--- src/rtl/nic_pkg.sv ---
package nic_pkg;
   typedef enum logic [0:0] {TX_IDLE, TX_WAIT} tx_state_e;
   typedef enum logic [1:0] {RX_IDLE, RX_REQ, RX_DATA, RX_DONE} rx_state_e;
endpackage

--- src/rtl/nic_req_fifo.sv ---
module nic_req_fifo #(
   parameter int WIDTH = 8,
   parameter int DEPTH = 4,
   localparam int AW = (DEPTH > 1) ? $clog2(DEPTH) : 1
) (
   input  logic             clk,
   input  logic             rst_n,
   input  logic             push,
   input  logic [WIDTH-1:0] wdata,
   input  logic             pop,
   output logic [WIDTH-1:0] rdata,
   output logic             full,
   output logic             empty
);
   logic [WIDTH-1:0] mem [DEPTH];
   logic [AW-1:0]    wp, rp, wp_n, rp_n;
   logic [AW:0]      cnt;
   logic             do_push, do_pop;

   assign do_push = push && !full;
   assign do_pop  = pop && !empty;
   assign full    = (cnt == (AW+1)'(DEPTH));
   assign empty   = (cnt == '0);
   assign rdata   = mem[rp];

   // pointer wrap: free-running for power-of-two depth, compare otherwise
   if (DEPTH == (1 << AW)) begin : g_pow2
      assign wp_n = wp + 1'b1;
      assign rp_n = rp + 1'b1;
   end else begin : g_wrap
      assign wp_n = (wp == AW'(DEPTH-1)) ? '0 : wp + 1'b1;
      assign rp_n = (rp == AW'(DEPTH-1)) ? '0 : rp + 1'b1;
   end

   always_ff @(posedge clk) begin
      if (do_push) mem[wp] <= wdata;
   end

   always_ff @(posedge clk or negedge rst_n) begin
      if (!rst_n) begin
         wp  <= '0;
         rp  <= '0;
         cnt <= '0;
      end else begin
         if (do_push) wp <= wp_n;
         if (do_pop)  rp <= rp_n;
         case ({do_push, do_pop})
            2'b10:   cnt <= cnt + 1'b1;
            2'b01:   cnt <= cnt - 1'b1;
            default: cnt <= cnt;
         endcase
      end
   end
endmodule

--- src/rtl/nic_map_table.sv ---
module nic_map_table #(
   parameter int ENTRIES = 4,
   parameter int IP_W    = 32,
   parameter int ADDR_W  = 32,
   localparam int IW = (ENTRIES > 1) ? $clog2(ENTRIES) : 1
) (
   input  logic              clk,
   input  logic              rst_n,
   input  logic              wr_en,
   input  logic [IW-1:0]     wr_idx,
   input  logic              wr_valid,
   input  logic [IP_W-1:0]   wr_ip,
   input  logic [ADDR_W-1:0] wr_base,
   input  logic [IP_W-1:0]   look_ip,
   output logic              hit,
   output logic [ADDR_W-1:0] base
);
   logic [ENTRIES-1:0]             match;
   logic [ENTRIES-1:0][ADDR_W-1:0] base_v;

   for (genvar i = 0; i < ENTRIES; i++) begin : g_ent
      logic              en_q;
      logic [IP_W-1:0]   ip_q;
      logic [ADDR_W-1:0] base_q;

      always_ff @(posedge clk or negedge rst_n) begin
         if (!rst_n) begin
            en_q   <= 1'b0;
            ip_q   <= '0;
            base_q <= '0;
         end else if (wr_en && wr_idx == IW'(i)) begin
            en_q   <= wr_valid;
            ip_q   <= wr_ip;
            base_q <= wr_base;
         end
      end

      assign match[i]  = en_q && (ip_q == look_ip);
      assign base_v[i] = base_q;
   end

   // lowest matching index wins
   always_comb begin
      hit  = |match;
      base = '0;
      for (int i = ENTRIES-1; i >= 0; i--) begin
         if (match[i]) base = base_v[i];
      end
   end
endmodule

--- src/rtl/nic_tx_seq.sv ---
module nic_tx_seq
   import nic_pkg::*;
#(
   parameter int ADDR_W = 32,
   parameter int SIZE_W = 16,
   parameter int TMO_W  = 16
) (
   input  logic              clk,
   input  logic              rst_n,
   input  logic              q_empty,
   input  logic [ADDR_W-1:0] q_dest,
   input  logic [ADDR_W-1:0] q_buf,
   input  logic [SIZE_W-1:0] q_size,
   output logic              q_pop,
   input  logic              ack_in,
   input  logic [TMO_W-1:0]  tmo_limit,
   output logic              ntc_valid,
   output logic [ADDR_W-1:0] ntc_dest,
   output logic [ADDR_W-1:0] ntc_addr,
   output logic [SIZE_W-1:0] ntc_size,
   output logic              irq_sent,
   output logic              err_tmo
);
   tx_state_e        state;
   logic [TMO_W-1:0] wait_cnt;

   assign q_pop = (state == TX_IDLE) && !q_empty;

   always_ff @(posedge clk or negedge rst_n) begin
      if (!rst_n) begin
         state     <= TX_IDLE;
         wait_cnt  <= '0;
         ntc_valid <= 1'b0;
         ntc_dest  <= '0;
         ntc_addr  <= '0;
         ntc_size  <= '0;
         irq_sent  <= 1'b0;
         err_tmo   <= 1'b0;
      end else begin
         ntc_valid <= 1'b0;
         irq_sent  <= 1'b0;
         case (state)
            TX_IDLE: begin
               if (!q_empty) begin
                  ntc_valid <= 1'b1;
                  ntc_dest  <= q_dest;
                  ntc_addr  <= q_buf;
                  ntc_size  <= q_size;
                  wait_cnt  <= TMO_W'(1);
                  state     <= TX_WAIT;
               end
            end
            TX_WAIT: begin
               if (ack_in) begin
                  irq_sent <= 1'b1;
                  state    <= TX_IDLE;
               end else if (wait_cnt >= tmo_limit) begin
                  err_tmo <= 1'b1;
                  state   <= TX_IDLE;
               end else begin
                  wait_cnt <= wait_cnt + 1'b1;
               end
            end
            default: state <= TX_IDLE;
         endcase
      end
   end
endmodule

--- src/rtl/nic_rx_dma.sv ---
module nic_rx_dma
   import nic_pkg::*;
#(
   parameter int ADDR_W    = 32,
   parameter int DATA_W    = 32,
   parameter int SIZE_W    = 16,
   parameter int BURST_MAX = 16,
   localparam int LEN_W    = $clog2(BURST_MAX + 1),
   localparam int BYTES    = DATA_W / 8,
   localparam int SH       = $clog2(BYTES)
) (
   input  logic              clk,
   input  logic              rst_n,
   input  logic              ntc_valid,
   input  logic [ADDR_W-1:0] ntc_addr,
   input  logic [SIZE_W-1:0] ntc_size,
   output logic              ntc_ready,
   output logic              rd_req,
   input  logic              rd_gnt,
   output logic [ADDR_W-1:0] rd_addr,
   output logic [LEN_W-1:0]  rd_len,
   input  logic              rd_rvalid,
   input  logic [DATA_W-1:0] rd_rdata,
   output logic              wr_valid,
   output logic [SIZE_W-1:0] wr_idx,
   output logic [DATA_W-1:0] wr_data,
   output logic              irq_rx,
   output logic              ack_out
);
   localparam logic [SIZE_W-1:0] PART_MASK = SIZE_W'(BYTES - 1);

   rx_state_e         state;
   logic [ADDR_W-1:0] addr_q;
   logic [SIZE_W-1:0] rem, widx, words;
   logic [LEN_W-1:0]  beats, burst_len;

   // whole words, a trailing partial word rounds up
   assign words = (ntc_size >> SH) + SIZE_W'(|(ntc_size & PART_MASK));

   always_comb begin
      if (rem > SIZE_W'(BURST_MAX)) burst_len = LEN_W'(BURST_MAX);
      else                          burst_len = LEN_W'(rem);
   end

   assign ntc_ready = (state == RX_IDLE);
   assign rd_req    = (state == RX_REQ);
   assign rd_addr   = addr_q;
   assign rd_len    = burst_len;
   assign irq_rx    = (state == RX_DONE);
   assign ack_out   = (state == RX_DONE);

   always_ff @(posedge clk or negedge rst_n) begin
      if (!rst_n) begin
         state    <= RX_IDLE;
         addr_q   <= '0;
         rem      <= '0;
         widx     <= '0;
         beats    <= '0;
         wr_valid <= 1'b0;
         wr_idx   <= '0;
         wr_data  <= '0;
      end else begin
         wr_valid <= 1'b0;
         case (state)
            RX_IDLE: begin
               if (ntc_valid) begin
                  addr_q <= ntc_addr;
                  rem    <= words;
                  widx   <= '0;
                  state  <= (words == '0) ? RX_DONE : RX_REQ;
               end
            end
            RX_REQ: begin
               if (rd_gnt) begin
                  beats <= burst_len;
                  state <= RX_DATA;
               end
            end
            RX_DATA: begin
               if (rd_rvalid) begin
                  wr_valid <= 1'b1;
                  wr_data  <= rd_rdata;
                  wr_idx   <= widx;
                  widx     <= widx + 1'b1;
                  rem      <= rem - 1'b1;
                  beats    <= beats - 1'b1;
                  addr_q   <= addr_q + ADDR_W'(BYTES);
                  if (beats == LEN_W'(1)) begin
                     state <= (rem == SIZE_W'(1)) ? RX_DONE : RX_REQ;
                  end
               end
            end
            RX_DONE: state <= RX_IDLE;
            default: state <= RX_IDLE;
         endcase
      end
   end
endmodule

--- src/rtl/msg_nic.sv ---
module msg_nic #(
   parameter int IP_W        = 32,
   parameter int ADDR_W      = 32,
   parameter int DATA_W      = 32,
   parameter int SIZE_W      = 16,
   parameter int QDEPTH      = 4,
   parameter int MAP_ENTRIES = 4,
   parameter int BURST_MAX   = 16,
   parameter int TMO_W       = 16,
   localparam int MAP_IW     = (MAP_ENTRIES > 1) ? $clog2(MAP_ENTRIES) : 1,
   localparam int LEN_W      = $clog2(BURST_MAX + 1)
) (
   input  logic              clk,
   input  logic              rst_n,
   input  logic              req_valid,
   output logic              req_ready,
   input  logic [IP_W-1:0]   req_ip,
   input  logic [ADDR_W-1:0] req_buf,
   input  logic [SIZE_W-1:0] req_size,
   input  logic              map_we,
   input  logic [MAP_IW-1:0] map_idx,
   input  logic              map_en,
   input  logic [IP_W-1:0]   map_ip,
   input  logic [ADDR_W-1:0] map_base,
   input  logic [TMO_W-1:0]  tmo_limit,
   output logic              ntc_out_valid,
   output logic [ADDR_W-1:0] ntc_out_dest,
   output logic [ADDR_W-1:0] ntc_out_addr,
   output logic [SIZE_W-1:0] ntc_out_size,
   input  logic              ack_in_valid,
   output logic              irq_sent,
   output logic              irq_err,
   output logic              err_timeout,
   input  logic              ntc_in_valid,
   output logic              ntc_in_ready,
   input  logic [ADDR_W-1:0] ntc_in_addr,
   input  logic [SIZE_W-1:0] ntc_in_size,
   output logic              rd_req,
   input  logic              rd_gnt,
   output logic [ADDR_W-1:0] rd_addr,
   output logic [LEN_W-1:0]  rd_len,
   input  logic              rd_rvalid,
   input  logic [DATA_W-1:0] rd_rdata,
   output logic              wr_valid,
   output logic [SIZE_W-1:0] wr_idx,
   output logic [DATA_W-1:0] wr_data,
   output logic              irq_rx,
   output logic              ack_out_valid
);
   localparam int ENTRY_W = 2 * ADDR_W + SIZE_W;

   if (DATA_W % 8 != 0 || DATA_W < 8) begin : g_bad_data
      $error("msg_nic: DATA_W must be a whole number of bytes");
   end
   if ((DATA_W / 8) & ((DATA_W / 8) - 1)) begin : g_bad_bytes
      $error("msg_nic: DATA_W/8 must be a power of two");
   end
   if (QDEPTH < 1 || MAP_ENTRIES < 1 || BURST_MAX < 1 || TMO_W < 1) begin : g_bad_count
      $error("msg_nic: depths, entry count, burst and timeout width must be positive");
   end

   logic               map_hit, q_full, q_empty, q_pop, q_push;
   logic [ADDR_W-1:0]  map_dest, q_dest, q_buf;
   logic [SIZE_W-1:0]  q_size;
   logic [ENTRY_W-1:0] q_rdata;

   nic_map_table #(
      .ENTRIES(MAP_ENTRIES), .IP_W(IP_W), .ADDR_W(ADDR_W)
   ) i_map (
      .clk(clk), .rst_n(rst_n),
      .wr_en(map_we), .wr_idx(map_idx), .wr_valid(map_en),
      .wr_ip(map_ip), .wr_base(map_base),
      .look_ip(req_ip), .hit(map_hit), .base(map_dest)
   );

   assign req_ready = !q_full;
   assign q_push    = req_valid && req_ready && map_hit;

   always_ff @(posedge clk or negedge rst_n) begin
      if (!rst_n) irq_err <= 1'b0;
      else        irq_err <= req_valid && req_ready && !map_hit;
   end

   nic_req_fifo #(.WIDTH(ENTRY_W), .DEPTH(QDEPTH)) i_fifo (
      .clk(clk), .rst_n(rst_n),
      .push(q_push), .wdata({map_dest, req_buf, req_size}),
      .pop(q_pop), .rdata(q_rdata),
      .full(q_full), .empty(q_empty)
   );

   assign {q_dest, q_buf, q_size} = q_rdata;

   nic_tx_seq #(.ADDR_W(ADDR_W), .SIZE_W(SIZE_W), .TMO_W(TMO_W)) i_tx (
      .clk(clk), .rst_n(rst_n),
      .q_empty(q_empty), .q_dest(q_dest), .q_buf(q_buf), .q_size(q_size),
      .q_pop(q_pop), .ack_in(ack_in_valid), .tmo_limit(tmo_limit),
      .ntc_valid(ntc_out_valid), .ntc_dest(ntc_out_dest),
      .ntc_addr(ntc_out_addr), .ntc_size(ntc_out_size),
      .irq_sent(irq_sent), .err_tmo(err_timeout)
   );

   nic_rx_dma #(
      .ADDR_W(ADDR_W), .DATA_W(DATA_W), .SIZE_W(SIZE_W), .BURST_MAX(BURST_MAX)
   ) i_rx (
      .clk(clk), .rst_n(rst_n),
      .ntc_valid(ntc_in_valid), .ntc_addr(ntc_in_addr), .ntc_size(ntc_in_size),
      .ntc_ready(ntc_in_ready),
      .rd_req(rd_req), .rd_gnt(rd_gnt), .rd_addr(rd_addr), .rd_len(rd_len),
      .rd_rvalid(rd_rvalid), .rd_rdata(rd_rdata),
      .wr_valid(wr_valid), .wr_idx(wr_idx), .wr_data(wr_data),
      .irq_rx(irq_rx), .ack_out(ack_out_valid)
   );
endmodule

--- config.mk ---
export PLATFORM = sky130hd
export DESIGN_NAME = msg_nic
export DESIGN_NICKNAME = d
export VERILOG_FILES = /design/src/rtl/nic_pkg.sv /design/src/rtl/nic_req_fifo.sv /design/src/rtl/nic_map_table.sv /design/src/rtl/nic_tx_seq.sv /design/src/rtl/nic_rx_dma.sv /design/src/rtl/msg_nic.sv
export SDC_FILE = /design/constraint.sdc
export NUM_CORES = 1
export LEC_CHECK = 0
export BUFFER_PORTS_ARGS = -buffer_cell sky130_fd_sc_hd__buf_2
export CAP_MARGIN = 10
export CORE_ASPECT_RATIO = 0.7
export CORE_MARGIN = 3
export CORE_UTILIZATION = 63
export DETAILED_ROUTE_END_ITERATION = 7
export GPL_TIMING_DRIVEN = 0
export PLACE_DENSITY = 0.85
export SLEW_MARGIN = 20
export SYNTH_ARGS = -nofsm -noshare
export SYNTH_HDL_FRONTEND = slang
export SYNTH_SLANG_ARGS = --single-unit
--- constraint.sdc ---
create_clock -name clk -period 11.3 [get_ports clk]
set_input_delay 3.39 -clock clk [delete_from_list [all_inputs] [get_ports clk]]
set_output_delay 3.39 -clock clk [all_outputs]
set_load 0.05 [all_outputs]
==> run_summary.xml, run 1 <==
<?xml version="1.0" encoding="UTF-8"?>
<metrics>
  <group name="outcome">
    <metric name="status" unit="">finished, final reports clean</metric>
  </group>
  <group name="critical_path">
    <metric name="crit_arrival" unit="ns">6.98</metric>
    <metric name="critical_path.max_fanout" unit="">43</metric>
    <metric name="worstSetupPathType" unit="">input port to flop</metric>
    <metric name="crit-reg2reg-launch" unit="">i_map.g_ent[3].ip_q[29]$_DFFE_PN0P_</metric>
    <metric name="setup_slack_reg_to_reg" unit="ns">7.21</metric>
    <metric name="r2r_cells" unit="">7</metric>
    <metric name="worstPathRequired" unit="ns">11.58</metric>
    <metric name="worstSetupEndpointType" unit="">flop</metric>
    <metric name="start_kind" unit="">input port</metric>
    <metric name="r2r_end" unit="">i_fifo.mem[2][54]$_DFFE_PP_</metric>
  </group>
  <group name="global_route">
    <metric name="grt_start_max_net_pins" unit="">99</metric>
    <metric name="grt_pass1_vias" unit="">24100</metric>
    <metric name="sum_of_overflow_across_all_layers_after_global_routing" unit="">0</metric>
    <metric name="initial_antenna_violation_count" unit="">16</metric>
    <metric name="gr-usage-all-layers" unit="%">32.3</metric>
    <metric name="grt_first_pass_wirelength" unit="mm">144</metric>
  </group>
  <group name="clock_network">
    <metric name="cts_hold_buf" unit="">0</metric>
    <metric name="cts_max_level" unit="">3</metric>
    <metric name="cts_setup_buffers" unit="">0</metric>
    <metric name="clock_latency" unit="ns">0.62</metric>
    <metric name="cts_clk_pin_slew_worst_paths" unit="ns">0.06</metric>
    <metric name="clock_tree.root_cell" unit="">sky130_fd_sc_hd__clkbuf_16</metric>
    <metric name="cts_tree" unit="">done</metric>
    <metric name="numCtsBuffers" unit="">74</metric>
    <metric name="clkSinkCount" unit="">808</metric>
    <metric name="clock_path_buffers" unit="">3</metric>
    <metric name="post_cts_resized" unit="">0</metric>
  </group>
  <group name="worst_hold_path">
    <metric name="holdCritPathClass" unit="">flop to flop</metric>
    <metric name="timing.hold.worst.start" unit="">i_tx.err_tmo$_DFFE_PN0P_</metric>
    <metric name="worst_hold_path.num_cells" unit="">1</metric>
    <metric name="hold_path_end" unit="">i_tx.err_tmo$_DFFE_PN0P_</metric>
  </group>
  <group name="die">
    <metric name="die_y" unit="um">203</metric>
    <metric name="floorplan.initialDensity" unit="%">64.5</metric>
    <metric name="die_x" unit="um">288</metric>
    <metric name="io_pins" unit="">426</metric>
    <metric name="placementRows" unit="">71</metric>
    <metric name="design.die.area" unit="mm^2">0.0586</metric>
    <metric name="placeable_core_region" unit="mm^2">0.0544</metric>
  </group>
  <group name="route">
    <metric name="drc" unit="">0</metric>
    <metric name="dr_total_vias" unit="">23100</metric>
    <metric name="drt-pass1-iter-count" unit="">5</metric>
    <metric name="via_per_inst" unit="">6.26</metric>
    <metric name="route.detailed.wl_per_inst" unit="um">25.4</metric>
    <metric name="detail-route-antenna-nets" unit="">0</metric>
    <metric name="wirelength" unit="mm">93.9</metric>
    <metric name="drt_iter0_drc" unit="">2150</metric>
  </group>
  <group name="layout">
    <metric name="final_common_cell" unit="">sky130_fd_sc_hd__dfrtp_1</metric>
    <metric name="flow.area_growth_from_synthesis" unit="%">16.2</metric>
    <metric name="layout.area.seq" unit="mm^2">0.0218</metric>
    <metric name="most-common-layout-cells" unit="">sky130_fd_sc_hd__dfrtp_1 (488), sky130_fd_sc_hd__buf_2 (416), sky130_fd_sc_hd__mux2_2 (383)</metric>
    <metric name="post_route_cells_drive_above_1_share" unit="%">35.3</metric>
    <metric name="postLayoutCoreUtil" unit="%">74.9</metric>
    <metric name="layout.cell_area.non_filler" unit="mm^2">0.0407</metric>
    <metric name="fillers" unit="">3313</metric>
    <metric name="area_of_combinational_cells_with_multiple_inputs" unit="mm^2">0.0124</metric>
    <metric name="finish.net_count" unit="">3185</metric>
  </group>
  <group name="synth">
    <metric name="syn-num-nets" unit="">2692</metric>
    <metric name="yosys_warnings" unit="">0</metric>
    <metric name="synth_seq_cells" unit="">808</metric>
    <metric name="ys_types" unit="">75</metric>
    <metric name="synth_async_sr_flop_share" unit="%">60.4</metric>
    <metric name="synth-edff-count" unit="">320</metric>
    <metric name="synth_top_flop_cell" unit="">sky130_fd_sc_hd__dfrtp_1</metric>
    <metric name="sequential_share_of_the_synthesized_area" unit="%">62.3</metric>
    <metric name="syn_inst" unit="">2410</metric>
    <metric name="mappedNetlistArea" unit="mm^2">0.0351</metric>
    <metric name="avgSynthCellArea" unit="um^2">14.5</metric>
  </group>
  <group name="placed_design">
    <metric name="port-buffer-count" unit="">407</metric>
    <metric name="placed_cell_areas" unit="mm^2">0.0383</metric>
    <metric name="detailedPlacementHpwl" unit="mm">63.7</metric>
    <metric name="gpl.final_weighted_congestion" unit="">0.921</metric>
  </group>
  <group name="timing">
    <metric name="min_period" unit="ns">6.71</metric>
    <metric name="timing.max_slew.rel_slack" unit="%">21.8</metric>
    <metric name="timing.final.crit_share" unit="%">59.3</metric>
    <metric name="finClkSkew" unit="ns">0.0254</metric>
    <metric name="grt_setup_unrepaired" unit="">no</metric>
    <metric name="slew_viol_final" unit="">0</metric>
    <metric name="setup_viol_count_final" unit="">0</metric>
    <metric name="timing_hold_violations_final" unit="">0</metric>
    <metric name="timing_worst_slew_pin_value" unit="ns">1.16</metric>
    <metric name="clock.fmax" unit="MHz">149</metric>
  </group>
  <group name="pwr">
    <metric name="p_leak" unit="nW">16.6</metric>
    <metric name="clockPowerShare" unit="%">29.9</metric>
    <metric name="internal-power" unit="mW">5.56</metric>
    <metric name="power.net_switching" unit="mW">2.89</metric>
    <metric name="netSwitchingFraction" unit="%">34.2</metric>
    <metric name="vdd_drop_max" unit="mV">0.217</metric>
    <metric name="comb_power_share" unit="%">25.5</metric>
    <metric name="power.share.sequential" unit="%">44.6</metric>
    <metric name="power.density_cell_area" unit="mW/mm^2">207</metric>
  </group>
  <group name="job">
    <metric name="maxCapViolations" unit="">0</metric>
  </group>
</metrics>
==> routing by layer <==
| layer | wire length, um | global-route usage (%) |
|---|---|---|
| met4 | 3250 | 11.9 |
| met3 | 7000 | 6.27 |
| met2 | 46000 | 52.4 |
| met5 | 90 | 0 |
| met1 | 37500 | 43.9 |
==> critical path, cell delays in order <==
cell and delay [ns]:
sky130_fd_sc_hd__clkbuf_1 0.17, sky130_fd_sc_hd__xnor2_1 0.41, sky130_fd_sc_hd__nand4_1 0.18, sky130_fd_sc_hd__nor4_1 0.57
sky130_fd_sc_hd__nand3_1 0.56, sky130_fd_sc_hd__a41oi_2 0.61, sky130_fd_sc_hd__and2_4 0.68, sky130_fd_sc_hd__buf_16 0.33
==> power groups by stage <==
stage          logic (mW)  registers (mW)  clock network [mW]
2_1_floorplan       0.839            4.42                   0
3_3_place_gp         2.08            3.78                   0
3_5_place_dp         2.14            3.81                   0
4_1_cts              2.15            3.76                2.55
5_1_grt              2.27            3.82                2.66
6_report             2.16            3.77                2.52
==> cells in the mapped netlist, drive strengths merged (2+ instances only) <==
master / n / area, um^2
dfrtp: 488 / 12200
mux2: 384 / 4320
edfxtp: 320 / 9610
nand2: 130 / 488
xnor2: 123 / 1080
clkbuf: 113 / 445
mux4: 80 / 1800
o21ai: 78 / 390
nor2: 74 / 280
a21oi: 64 / 320
nand3: 51 / 255
inv: 47 / 176
nand4: 41 / 269
and4: 37 / 325
xor2: 37 / 324
a22oi: 36 / 270
mux2i: 33 / 330
buf: 31 / 174
ha: 30 / 375
nor3: 21 / 105
and3: 19 / 121
and2: 16 / 103
a31oi: 14 / 87.6
nor4: 14 / 124
o22a: 13 / 114
o2111ai: 10 / 87.6
nor3b: 9 / 67.6
o211ai: 9 / 67.6
o22ai: 9 / 56.3
or3: 9 / 57.6
a21o: 8 / 60.1
o221ai: 8 / 70.1
nand2b: 5 / 31.3
o21a: 5 / 37.5
o31ai: 5 / 37.5
or2: 5 / 31.3
a2111oi: 4 / 72.6
a22o: 4 / 35.0
nand3b: 4 / 30.0
nor2b: 3 / 18.8
a211o: 2 / 17.5
a32o: 2 / 20.0
or4: 2 / 15.0
==> state kept, by name, indices dropped and copies added, names as in the netlist, 2 cells and up <==
| register | flops |
|---|---|
| i_rx.wr_data | 32 |
| i_rx.widx | 16 |
| i_rx.beats | 5 |
| i_fifo.wp | 2 |
| i_fifo.cnt | 3 |
| i_fifo.mem | 320 |
| i_rx.rd_addr | 32 |
| i_map.g_ent.en_q | 4 |
| i_tx.ntc_addr | 32 |
| i_map.g_ent.ip_q | 128 |
| i_rx.wr_idx | 16 |
| i_rx.state | 2 |
| i_tx.wait_cnt | 16 |
| i_fifo.rp | 2 |
| i_tx.ntc_size | 16 |
| i_map.g_ent.base_q | 128 |
| i_tx.ntc_dest | 32 |
| i_rx.rem | 16 |
==> logic make-up (layout without fill, tap and decap cells) <==
group / Yosys count / after routing / synth area share (%)
multiplexers: 497 / 497 / 18.4
flip-flops: 808 / 808 / 62.3
AO/OA/AOI/OAI: 279 / 279 / 5.20
AND/OR/NAND/NOR: 444 / 444 / 6.74
buffers and inverters: 191 / 743 / 2.27
XOR/XNOR: 160 / 160 / 4.00
adder cells (fa/ha/maj): 31 / 31 / 1.13
other: 0 / 6 / 0
==> metrics by stage <==
| stage | power [mW] | setup TNS [ns] | worst slack [ns] | hold slack [ns] | cells |
|---|---|---|---|---|---|
| 2_1_floorplan | 5.26 | 0 | 4.16 | 0.448 | 2410 |
| 3_3_place_gp | 5.85 | -1410.46 | -2.98 | 0.445 | 3547 |
| 3_5_place_dp | 5.95 | 0 | 4.13 | 0.449 | 3556 |
| 4_1_cts | 8.46 | 0 | 4.78 | 0.467 | 3691 |
| 5_1_grt | 8.75 | 0 | 4.44 | 0.502 | 3698 |
| 6_report | 8.45 | 0 | 4.59 | 0.462 | 3698 |
==> worst max path at each step <==
| stage | start | endpoint | slack (ns) |
|---|---|---|---|
| after global routing | req_ip[24] | i_fifo.mem[1][53]$_DFFE_PP_ | 4.44 |
| after CTS | req_ip[24] | i_fifo.mem[1][63]$_DFFE_PP_ | 4.78 |
| after floorplan | req_ip[12] | i_fifo.mem[0][0]$_DFFE_PP_ | 4.16 |
| after global placement | rst_n | i_tx.ntc_addr[2]$_DFFE_PN0P_ | -2.98 |
| after detailed placement | req_ip[29] | i_fifo.mem[1][60]$_DFFE_PP_ | 4.13 |
| final | req_ip[23] | i_fifo.mem[2][54]$_DFFE_PP_ | 4.59 |
==> area by class of cell <==
| cell class | instances | share of cell area, % |
|---|---|---|
| flip-flops and latches | 808 | 53.6 |
| multi-input cells | 1411 | 30.6 |
| inverters | 47 | 0.433 |
| well taps | 730 | 2.24 |
| clock inverters | 26 | 0.642 |
| plain buffers | 144 | 1.52 |
| diodes | 6 | 0.0369 |
| clock buffers | 109 | 5.34 |
| repair buffers | 417 | 5.66 |
(Power assumes the default switching activity.)
==> run 2: changes to the inputs <==
--- a/config.mk
+++ b/config.mk
@@ -9,10 +9,10 @@
 export CAP_MARGIN = 10
 export CORE_ASPECT_RATIO = 0.7
 export CORE_MARGIN = 3
-export CORE_UTILIZATION = 63
+export CORE_UTILIZATION = 58
 export DETAILED_ROUTE_END_ITERATION = 7
 export GPL_TIMING_DRIVEN = 0
-export PLACE_DENSITY = 0.85
+export PLACE_DENSITY = 0.8
 export SLEW_MARGIN = 20
 export SYNTH_ARGS = -nofsm -noshare
 export SYNTH_HDL_FRONTEND = slang
==> constraint.sdc (replaced) <==
create_clock -name clk -period 7 [get_ports clk]
set_input_delay 2.1 -clock clk [delete_from_list [all_inputs] [get_ports clk]]
set_output_delay 2.1 -clock clk [all_outputs]
set_load 0.05 [all_outputs]
==> run 2 against run 1 <==
  * First-iteration DRC count down 7.5%
  * Clock-buffer cell count is 12 lower
  * Core utilization fell by 5.3 points
  * Combinational power rose by 61%
  * Total power up 66%
  * Sequential share of layout area shrank 0.55 points
  * Via count decreased by 1.1%
==> run_summary.xml, run 2 (synthesis gave the netlist of run 1 again) <==
<?xml version="1.0" encoding="UTF-8"?>
<metrics>
  <group name="outcome">
    <metric name="status" unit="">finished, final reports clean</metric>
  </group>
  <group name="route">
    <metric name="wirelength" unit="mm">91.8</metric>
    <metric name="via_per_inst" unit="">6.07</metric>
    <metric name="drt-pass1-iter-count" unit="">5</metric>
    <metric name="dr_total_vias" unit="">22900</metric>
    <metric name="detail-route-antenna-nets" unit="">0</metric>
    <metric name="route.detailed.wl_per_inst" unit="um">24.3</metric>
    <metric name="drt_iter0_drc" unit="">1988</metric>
    <metric name="drc" unit="">0</metric>
  </group>
  <group name="worst_hold_path">
    <metric name="holdCritPathClass" unit="">flop to flop</metric>
  </group>
  <group name="clock_network">
    <metric name="clock_latency" unit="ns">0.63</metric>
    <metric name="post_cts_resized" unit="">0</metric>
    <metric name="clock_tree.root_cell" unit="">sky130_fd_sc_hd__clkbuf_16</metric>
    <metric name="clock_path_buffers" unit="">3</metric>
    <metric name="cts_tree" unit="">done</metric>
    <metric name="cts_setup_buffers" unit="">0</metric>
    <metric name="cts_max_level" unit="">3</metric>
    <metric name="clkSinkCount" unit="">808</metric>
    <metric name="cts_hold_buf" unit="">0</metric>
    <metric name="cts_clk_pin_slew_worst_paths" unit="ns">0.06</metric>
    <metric name="numCtsBuffers" unit="">76</metric>
  </group>
  <group name="layout">
    <metric name="finish.net_count" unit="">3187</metric>
    <metric name="final-instance-count-excl-fill" unit="">3773</metric>
    <metric name="registers.top_by_ff_count" unit="">i_fifo.mem</metric>
    <metric name="final_common_cell" unit="">sky130_fd_sc_hd__dfrtp_1</metric>
    <metric name="biggestRegsByFlops" unit="">i_fifo.mem (320), i_map.g_ent.base_q (128), i_map.g_ent.ip_q (128)</metric>
    <metric name="largest_register_ffs" unit="">320</metric>
    <metric name="most-common-layout-cells" unit="">sky130_fd_sc_hd__dfrtp_1 (488), sky130_fd_sc_hd__buf_2 (416), sky130_fd_sc_hd__mux2_2 (383)</metric>
    <metric name="postLayoutCoreUtil" unit="%">69.7</metric>
    <metric name="layout.area.seq" unit="mm^2">0.0218</metric>
    <metric name="fillers" unit="">3930</metric>
    <metric name="area_of_combinational_cells_with_multiple_inputs" unit="mm^2">0.0124</metric>
    <metric name="post_route_cells_drive_above_1_share" unit="%">35.5</metric>
    <metric name="flow.area_growth_from_synthesis" unit="%">17.4</metric>
  </group>
  <group name="critical_path">
    <metric name="start_kind" unit="">input port</metric>
    <metric name="timing.critical_path.cells" unit="">buf_2 &gt; xnor2_1 &gt; nand4_1 &gt; nor4_1 &gt; nand4_2 &gt; a41oi_2 &gt; and2_4 &gt; buf_16</metric>
    <metric name="cp_top_family" unit="">simple AND/OR/NAND/NOR gates</metric>
    <metric name="worst-path-buf-inv" unit="">2</metric>
    <metric name="worstPathRequired" unit="ns">7.30</metric>
    <metric name="critical_path.max_fanout" unit="">42</metric>
    <metric name="crit_path_max_incr_delay" unit="ns">0.72</metric>
    <metric name="worstSetupEndpointType" unit="">flop</metric>
    <metric name="crit_arrival" unit="ns">5.73</metric>
    <metric name="critical-path-slowest-cell" unit="">sky130_fd_sc_hd__nor4_1</metric>
    <metric name="worstSetupPathType" unit="">input port to flop</metric>
  </group>
  <group name="die">
    <metric name="floorplan.initialDensity" unit="%">59.3</metric>
    <metric name="design.die.area" unit="mm^2">0.0635</metric>
    <metric name="placementRows" unit="">74</metric>
    <metric name="placeable_core_region" unit="mm^2">0.0591</metric>
    <metric name="die_y" unit="um">212</metric>
    <metric name="io_pins" unit="">426</metric>
    <metric name="die_x" unit="um">300</metric>
  </group>
  <group name="global_route">
    <metric name="grt_first_pass_wirelength" unit="mm">140</metric>
    <metric name="grt_pass1_vias" unit="">23400</metric>
    <metric name="sum_of_overflow_across_all_layers_after_global_routing" unit="">0</metric>
    <metric name="gr-usage-all-layers" unit="%">28.8</metric>
    <metric name="grt_start_max_net_pins" unit="">93</metric>
    <metric name="initial_antenna_violation_count" unit="">19</metric>
  </group>
  <group name="timing">
    <metric name="timing_worst_slew_pin_value" unit="ns">1.12</metric>
    <metric name="finClkSkew" unit="ns">0.0244</metric>
    <metric name="slew_viol_final" unit="">0</metric>
    <metric name="grt_setup_unrepaired" unit="">no</metric>
    <metric name="timing.final.crit_share" unit="%">77.5</metric>
    <metric name="clock.fmax" unit="MHz">184</metric>
    <metric name="timing.max_slew.rel_slack" unit="%">24.5</metric>
    <metric name="min_period" unit="ns">5.43</metric>
    <metric name="setup_viol_count_final" unit="">0</metric>
    <metric name="timing_hold_violations_final" unit="">0</metric>
  </group>
  <group name="placed_design">
    <metric name="placed_cells" unit="">3625</metric>
    <metric name="gpl.final_weighted_congestion" unit="">0.931</metric>
    <metric name="port-buffer-count" unit="">407</metric>
    <metric name="detailedPlacementHpwl" unit="mm">63.9</metric>
  </group>
  <group name="pwr">
    <metric name="vdd_drop_max" unit="mV">0.401</metric>
    <metric name="power.density_cell_area" unit="mW/mm^2">341</metric>
    <metric name="p_leak" unit="nW">16.7</metric>
  </group>
  <group name="job">
    <metric name="maxCapViolations" unit="">0</metric>
  </group>
</metrics>
==> run 2: changes by cell type in the layout (fill, tap and decap cells not counted), sizes merged <==
cell	previous run	this run
clkbuf	223	210
bufinv	3	14
inv	48	52
diode	6	9
clkinvlp	2	4
buf	447	448
clkinv	20	19
==> run 2: final timing paths <==
path | start | endpoint | slack (ns) | depth (start not counted)
max in group asynchronous | rst_n | i_tx.wait_cnt[12]$_DFFE_PN0P_ | 3.71 | 5
min | i_tx.err_tmo$_DFFE_PN0P_ | i_tx.err_tmo$_DFFE_PN0P_ | 0.47 | 1
min in group asynchronous | rst_n | i_rx.wr_data[0]$_DFFE_PN0P_ | 1.35 | 1
min reg2reg | i_tx.err_tmo$_DFFE_PN0P_ | i_tx.err_tmo$_DFFE_PN0P_ | 0.47 | 1
max | req_ip[11] | i_fifo.mem[2][51]$_DFFE_PP_ | 1.57 | 8
max reg2reg | i_map.g_ent[0].ip_q[11]$_DFFE_PN0P_ | i_fifo.mem[2][51]$_DFFE_PP_ | 2.82 | 7
==> run 2: worst reg2reg max path, stage by stage, from the launching register on <==
cell	delay, ns
sky130_fd_sc_hd__dfrtp_1	0.39
sky130_fd_sc_hd__xnor2_1	0.36
sky130_fd_sc_hd__nand4_1	0.22
sky130_fd_sc_hd__nor4_1	0.72
sky130_fd_sc_hd__nand4_2	0.46
sky130_fd_sc_hd__a41oi_2	0.60
sky130_fd_sc_hd__and2_4	0.71
sky130_fd_sc_hd__buf_16	0.34
==> run 2: power by group <==
| group | internal (mW) | switching [mW] |
|---|---|---|
| Sequential | 5.58 | 0.491 |
| Combinational | 1.11 | 2.36 |
| Clock | 2.67 | 1.82 |
| Total | 9.36 | 4.68 |
==> run 2: stage by stage <==
stage	total power [mW]	area [um^2]	hold WS (ns)	TNS (ns)	setup WS, ns
after floorplan	8.49	35100	0.448	0	1.15
after global placement	9.46	38100	0.438	-3306.35	-6.05
after detailed placement	9.58	38400	0.456	0	1.08
after CTS	14.1	41100	0.468	0	1.73
after global routing	14.5	41100	0.495	0	1.58
final	14.0	41200	0.465	0	1.57
==> run 2: per-layer routing <==
metal	share of wire [%]	vias up	GRT usage, %
li1	-	9979	-
met1	42	11800	40.8
met2	48	918	45.8
met3	7.0	207	5.38
met4	3.1	14	9.56
met5	0.10	-	0
==> run 2: area by class of cell <==
cell class | instances | share of cell area, %
well taps | 798 | 2.43
repair buffers | 417 | 5.64
diodes | 9 | 0.0547
multi-input cells | 1411 | 30.2
flip-flops and latches | 808 | 53.0
clock buffers | 97 | 5.11
inverters | 47 | 0.429
clock inverters | 42 | 1.58
plain buffers | 144 | 1.50
